**config.mk**
```make
export PLATFORM = sky130hd
export DESIGN_NAME = fm_conn_router
export DESIGN_NICKNAME = d
export VERILOG_FILES = /design/src/rtl/fm_route_pkg.sv /design/src/rtl/fm_route_quad.sv /design/src/rtl/fm_route_duo.sv /design/src/rtl/fm_route_reg.sv /design/src/rtl/fm_conn_router.sv
export SDC_FILE = /design/constraint.sdc
export NUM_CORES = 1
export LEC_CHECK = 0
export CORE_AREA = 2 2 108 110
export DETAILED_ROUTE_END_ITERATION = 16
export DIE_AREA = 0 0 110 112
export GPL_TIMING_DRIVEN = 0
export PLACE_DENSITY = 0.69
export SYNTH_ARGS = -nofsm -noshare
export SYNTH_HDL_FRONTEND = slang
export SYNTH_SLANG_ARGS = --single-unit
export TNS_END_PERCENT = 50
```
**constraint.sdc**
```tcl
create_clock -name clk -period 1.5 [get_ports clk]
set_clock_uncertainty 0.05 [all_clocks]
set_input_delay 0.3 -clock clk [delete_from_list [all_inputs] [get_ports clk]]
set_output_delay 0.3 -clock clk [all_outputs]
set_load 0.01 [all_outputs]
```
**src/rtl/fm_route_pkg.sv**
```systemverilog
package fm_route_pkg;

  localparam int BANK_CH    = 9;
  localparam int BANK_OPS   = 18;
  localparam int BANK_PAIRS = 3;
  localparam int LONE_CH    = BANK_CH - 2 * BANK_PAIRS;
  localparam int CHAIN_LEN  = 4;
  localparam int OP_STRIDE  = 3;

  typedef enum logic [1:0] {
    TOPO_SERIAL  = 2'd0,
    TOPO_MIDCUT  = 2'd1,
    TOPO_HEADCUT = 2'd2,
    TOPO_TWIN    = 2'd3
  } chain_topo_e;

endpackage

```
**src/rtl/fm_route_quad.sv**
```systemverilog
module fm_route_quad
  import fm_route_pkg::*;
#(
  parameter int OP_W = 6,
  parameter int BASE = 0
) (
  input  logic                                lo_alg,
  input  logic                                hi_alg,
  input  logic                                merged,
  output logic [CHAIN_LEN-1:0]                en,
  output logic [CHAIN_LEN-1:0][OP_W-1:0]      src
);

  chain_topo_e topo;

  assign topo = chain_topo_e'({lo_alg, hi_alg});

  always_comb begin
    en = '0;
    if (merged) begin
      unique case (topo)
        TOPO_SERIAL:  en = 4'b1110;
        TOPO_MIDCUT:  en = 4'b1010;
        TOPO_HEADCUT: en = 4'b1100;
        TOPO_TWIN:    en = 4'b0100;
        default:      en = '0;
      endcase
    end else begin
      en[1] = ~lo_alg;
      en[3] = ~hi_alg;
    end
  end

  always_comb begin
    src[0] = '0;
    for (int q = 1; q < CHAIN_LEN; q++) begin
      src[q] = en[q] ? OP_W'(BASE + OP_STRIDE * (q - 1)) : '0;
    end
  end

endmodule

```
**src/rtl/fm_route_duo.sv**
```systemverilog
module fm_route_duo
  import fm_route_pkg::*;
#(
  parameter int OP_W = 6,
  parameter int BASE = 0
) (
  input  logic                 alg,
  output logic [1:0]           en,
  output logic [1:0][OP_W-1:0] src
);

  assign en[0]  = 1'b0;
  assign en[1]  = ~alg;
  assign src[0] = '0;
  assign src[1] = alg ? '0 : OP_W'(BASE);

endmodule

```
**src/rtl/fm_route_reg.sv**
```systemverilog
module fm_route_reg #(
  parameter int N    = 36,
  parameter int OP_W = 6
) (
  input  logic                  clk,
  input  logic                  rst,
  input  logic [N-1:0]          d_en,
  input  logic [N-1:0][OP_W-1:0] d_src,
  output logic [N-1:0]          q_en,
  output logic [N-1:0][OP_W-1:0] q_src
);

  always_ff @(posedge clk) begin
    if (rst) begin
      q_en  <= '0;
      q_src <= '0;
    end else begin
      q_en  <= d_en;
      q_src <= d_src;
    end
  end

  for (genvar i = 0; i < N; i++) begin : g_chk

    idle_src_chk: assert property (@(posedge clk) disable iff (rst)
      !q_en[i] |-> (q_src[i] == '0));
    if (i >= 3) begin : g_fwd

      fwd_src_chk: assert property (@(posedge clk) disable iff (rst)
        q_en[i] |-> (q_src[i] == OP_W'(i - 3)));
    end
  end

endmodule

```
**src/rtl/fm_conn_router.sv**
```systemverilog
module fm_conn_router
  import fm_route_pkg::*;
#(
  parameter  int BANKS     = 2,
  localparam int NUM_CH    = BANKS * BANK_CH,
  localparam int NUM_OPS   = BANKS * BANK_OPS,
  localparam int NUM_PAIRS = BANKS * BANK_PAIRS,
  localparam int OP_W      = $clog2(NUM_OPS)
) (
  input  logic                    clk,
  input  logic                    rst,
  input  logic [NUM_CH-1:0]       chan_alg,
  input  logic [NUM_PAIRS-1:0]    conn_sel,
  input  logic                    ext_mode,
  output logic [NUM_OPS-1:0]      mod_en,
  output logic [NUM_OPS*OP_W-1:0] mod_src
);

  logic [NUM_OPS-1:0]           nxt_en;
  logic [NUM_OPS-1:0][OP_W-1:0] nxt_src;
  logic [NUM_OPS-1:0][OP_W-1:0] q_src;

  for (genvar b = 0; b < BANKS; b++) begin : g_bank
    for (genvar p = 0; p < BANK_PAIRS; p++) begin : g_pair
      localparam int BASE = b * BANK_OPS + p;
      localparam int LO   = b * BANK_CH + p;
      localparam int HI   = LO + BANK_PAIRS;
      localparam int PI   = b * BANK_PAIRS + p;

      logic                           merged;
      logic [CHAIN_LEN-1:0]           w_en;
      logic [CHAIN_LEN-1:0][OP_W-1:0] w_src;

      assign merged = ext_mode & conn_sel[PI];

      fm_route_quad #(.OP_W(OP_W), .BASE(BASE)) u_quad (
        .lo_alg (chan_alg[LO]),
        .hi_alg (chan_alg[HI]),
        .merged (merged),
        .en     (w_en),
        .src    (w_src)
      );

      for (genvar q = 0; q < CHAIN_LEN; q++) begin : g_link
        assign nxt_en[BASE + OP_STRIDE * q]  = w_en[q];
        assign nxt_src[BASE + OP_STRIDE * q] = w_src[q];
      end


      serial_chain_chk: assert property (@(posedge clk) disable iff (rst)
        (ext_mode && conn_sel[PI] && !chan_alg[LO] && !chan_alg[HI]) |=>
        (mod_en[BASE+3] && mod_en[BASE+6] && mod_en[BASE+9] &&
         mod_src[(BASE+9)*OP_W +: OP_W] == OP_W'(BASE + 6)));


      twin_chk: assert property (@(posedge clk) disable iff (rst)
        (ext_mode && conn_sel[PI] && chan_alg[LO] && chan_alg[HI]) |=>
        (!mod_en[BASE+3] && mod_en[BASE+6] && !mod_en[BASE+9]));


      ignore_sel_chk: assert property (@(posedge clk) disable iff (rst)
        !ext_mode |=>
        (!mod_en[BASE+6] && (mod_en[BASE+9] == !$past(chan_alg[HI]))));


      head_free_chk: assert property (@(posedge clk) disable iff (rst)
        (ext_mode && conn_sel[PI]) |=> !mod_en[BASE]);
    end

    for (genvar k = 0; k < LONE_CH; k++) begin : g_lone
      localparam int BASE = b * BANK_OPS + CHAIN_LEN * BANK_PAIRS + k;
      localparam int CH   = b * BANK_CH + 2 * BANK_PAIRS + k;

      logic [1:0]           w_en;
      logic [1:0][OP_W-1:0] w_src;

      fm_route_duo #(.OP_W(OP_W), .BASE(BASE)) u_duo (
        .alg (chan_alg[CH]),
        .en  (w_en),
        .src (w_src)
      );

      assign nxt_en[BASE]              = w_en[0];
      assign nxt_src[BASE]             = w_src[0];
      assign nxt_en[BASE + OP_STRIDE]  = w_en[1];
      assign nxt_src[BASE + OP_STRIDE] = w_src[1];


      lone_chk: assert property (@(posedge clk) disable iff (rst)
        1'b1 |=> (!mod_en[BASE] && (mod_en[BASE+3] == !$past(chan_alg[CH]))));
    end
  end

  fm_route_reg #(.N(NUM_OPS), .OP_W(OP_W)) u_reg (
    .clk   (clk),
    .rst   (rst),
    .d_en  (nxt_en),
    .d_src (nxt_src),
    .q_en  (mod_en),
    .q_src (q_src)
  );

  assign mod_src = q_src;


  reset_clear_chk: assert property (@(posedge clk)
    rst |=> (mod_en == '0 && mod_src == '0));


  hold_chk: assert property (@(posedge clk) disable iff (rst)
    (!$past(rst) && $stable(chan_alg) && $stable(conn_sel) && $stable(ext_mode)) |=>
    ($stable(mod_en) && $stable(mod_src)));

endmodule

```
# Yosys cells after proc, flatten, opt, wreduce, memory -nomap -nowiden
# Index checks and enable logic that the tools add are counted.
totals:
  ff_bits: 174
  in_bits: 27
  out_inout_bits: 252
  word_cells: 138
classes:
  eq_ne: 18
  muxes: 47
  bitwise_logic: 30
  reduce_logical: 12
op_table:
  columns: ["op", "n"]
  rows:
  - ["one-hot mux 4 bit (4 select lines)", 6]
  - ["two-way mux 5 bit", 11]
  - ["== test 2 bit, second input constant", 12]
  - ["NOT 1 bit", 24]
  - ["two-way mux 1 bit", 19]
  - ["two-way mux 4 bit", 4]
  - ["== test 2 x 1 -> 1 bit, second input constant", 6]
  - ["logical NOT 2 bit", 6]
  - ["two-way mux 3 bit", 4]
  - ["OR reduction 2 bit", 6]
  - ["AND 1 bit", 6]
  - ["two-way mux 6 bit", 1]
  - ["two-way mux 2 bit", 2]

# Depth between registers and ports, before layout
logic_depth:
  ltp_word: 4
  ltp_mapped: 3
  depth_no_buf: 2

# By module
# From an unflattened synthesis, not the netlist that was laid out.
unflattened:
  cells_unflattened: 808
  area_unflattened_um2: 8674.6
by_module_without_submodules:
  columns: ["module", "instances", "cells_each", "area_per_inst_um2", "seq_area_each_um2"]
  rows:
  - ["fm_route_reg", 1, 532, 6752.7, 5044.8]
  - ["fm_route_quad", 6, 30, 209.0, 0.0]
  - ["fm_route_duo", 6, 15, 105.1, 0.0]
  - ["fm_conn_router", 1, 6, 37.5, 0.0]

# Worst setup path after synthesis
# Ideal clock, no wire load.
synth_path:
  kind: "register to output"
  from: "register u_reg.q_en[34] (netlist name)"
  to: "output port mod_src[204]"
  arrival_time_ps: 574
  required_time_ps: 1150
  setup_slack_ps: 576
  stages_incl_launch_ff: 2
  n_path_buf: 1
  path_cell_list: "dfxtp_1 > buf_4"
synth_lines:
  columns: ["element", "line", "text"]
  rows:
  - ["end: declaration", "fm_conn_router.sv:16", "output logic [NUM_OPS*OP_W-1:0] mod_src"]

==> run metrics <==
Synth Register Bits 24; largest net degree at the start of global routing 15; Final Hold Fails 0; min-delay worst type in -> reg; Routed Wire Length 6120 um; clock share of power 31.8%; cell area after synthesis 2420 um2; Sw Pwr about 0.70 mW; CP delay by family, top buffers and inverters; Clock Pin Slew Worst Setup and Hold Paths 0.07 ns; Die Y 112 um; DR WL/cell 8.55 um; Max stage delay cell, worst path dfxtp_2; CP cell instances buf_4 -> buf_4 -> dlygate4sd2_1; Critical Path RT around 1.2 ns; Netlist cell types 10; GPL Wtd Cong 0.667; crit path launch type register; worst path arrival time around 1.1 ns; Post-Synthesis Cells around 290; layout cells sized above 1 47.3%; Antenna Cells 0; power per cell area roughly 570 nW/um2; Setup crit end kind primary output; Buf+Inv Stages, Crit Path 3; Worst Min Path Start rst; Synth Warn # 0; via count about 1900; H-tree levels 1; Combinational Power Share 39.8%; sequential area share after synthesis 19.9%; Leak 2.83 nW; Crit path top cell by count buf_4; initial detailed-routing violation count 20; Tmin final about 1.5 ns; Syn Area/Cell 8.28 um2; Levels on crit path 3; CTS tree done; worst-case clock buffer depth 2; internal power between 1.5 and 2 mW; core area 11200 um2; HPWL after DPL 5430 um; Final Power 2.46 mW; Starting Density between 20 and 25%; Die Wd 110 um; total track usage roughly 8.7%; Max stage delay on crit path 0.33 ns; # clock sinks 24; pre-CTS WS -0.207 ns; Root Driver clkbuf_16; Switching Share 28.3%; Congestion Overflow GR 0; crit-path max FO 4; first-pass GRT wire length 8060 um; final max-slew violation count 0; antenna-violating nets left 0; DRC violations left 0; Fillers 1199; number of global-route vias before repair around 1500; Vias/cell 2.70; Final Setup Violations 0; Tcrit/Tclk final 96.7%; CTS Buf Count 3; status finished clean; worst vdd ir between 0.5 and 0.6 mV; Max Cap Violations 0; total die area 12300 um2; initial antenna violation count 0; Setup Crit Path Kind reg -> out; Sequential Power Share 28.4%; commonest non-fill, non-tap cell in the layout buf_4; CP Launch Point u_reg.q_en[25]; f_max 0.690 GHz; I/O Pins 279; num rows 39; CP endpoint mod_src[152]; IO buf count 105; DR pass1 iterations 4; commonest non-fill, non-tap cells in the layout buf_4, conb_1, dlygate4sd2_1; Setup WS post-layout about 0.05 ns; P&R area growth vs syn 79.2%; RSZ-0062 raised after global routing false; Total Nets Final between 600 and 700
[worst min-delay path by stage]
stage                           to  slack, ns  cells past startpoint
finish              u_reg.q_en[16]       0.36                      2
global route        u_reg.q_en[16]       0.37                      2
CTS                 u_reg.q_en[16]       0.37                      2
detailed placement  u_reg.q_en[16]       0.65                      2
global placement    u_reg.q_en[16]       0.64                      2
floorplan           u_reg.q_en[15]       0.32                      1
[metal layers]
| metal | up-vias | track usage [%] | wire, um |
|---|---|---|---|
| met5 | - | 0 | 0 |
| met4 | 0 | 2.28 | 50 |
| met3 | 2 | 1.99 | 887 |
| met2 | 135 | 16.9 | 3260 |
| met1 | 741 | 9.03 | 1920 |
| li1 | 1056 | - | - |
[synthesized netlist by cell type]
master	count	area (um2)
a21oi_1	6	30.0
and3_1	6	37.5
buf_2	1	5.00
buf_4	229	1720
conb_1	1	3.75
dfxtp_1	24	480
nand2b_1	6	37.5
nand3b_1	6	45.0
nor2_1	12	45.0
nor2b_4	1	13.8
[registers in the layout, summed over array words and instances, names as in the netlist]
signal,cells
u_reg.q_src,1
u_reg.q_en,23
[repair_timing]
| action | 4_1_cts | 5_1_grt |
|---|---|---|
| gates resized for setup | 97 | 5 |
| setup endpoints to repair | 76 | 5 |
| hold buffers | 0 | 0 |
| pin swaps | 0 | 0 |
| buffers inserted | 1 | 0 |
[power groups by stage]
stage	clock network, mW	logic, mW	registers (mW)
3_5_place_dp	0	1.03	0.716
2_1_floorplan	0	0.701	0.726
6_report	0.783	0.980	0.699
3_3_place_gp	0	1.03	0.716
5_1_grt	0.849	1.06	0.706
4_1_cts	0.814	0.967	0.702
[kinds of logic after synthesis]
kind of cell | count (synthesis) | share of synthesized area, %
buf+inv | 230 | 71.3
flops | 24 | 19.9
simple gates | 31 | 7.40
compound gates | 6 | 1.24
other cells | 1 | 0.155
[stage by stage]
step | utilization [%] | cell area [um2] | cells | TNS, ns | hold slack [ns]
finish | 38.8 | 4330 | 716 | 0 | 0.364
global route | 38.8 | 4330 | 716 | 0 | 0.371
CTS | 38.7 | 4320 | 716 | -0.0992 | 0.370
detailed placement | 38.4 | 4290 | 711 | -1.09 | 0.650
global placement | 38.4 | 4290 | 711 | -1.24 | 0.638
floorplan | - | 3060 | 463 | 0 | 0.317
[area by class of cell]
| class | instances | area [um2] | share of cell area (%) |
|---|---|---|---|
| Clock inverter | 1 | 30.0 | 0.693 |
| Tap cell | 143 | 179 | 4.13 |
| Timing Repair Buffer | 106 | 956 | 22.1 |
| Clock buffer | 3 | 75.1 | 1.73 |
| Buffer | 230 | 1720 | 39.8 |
| Sequential cell | 24 | 513 | 11.8 |
| Multi-Input combinational cell | 209 | 855 | 19.7 |
Power figures use the tool's default switching activity.
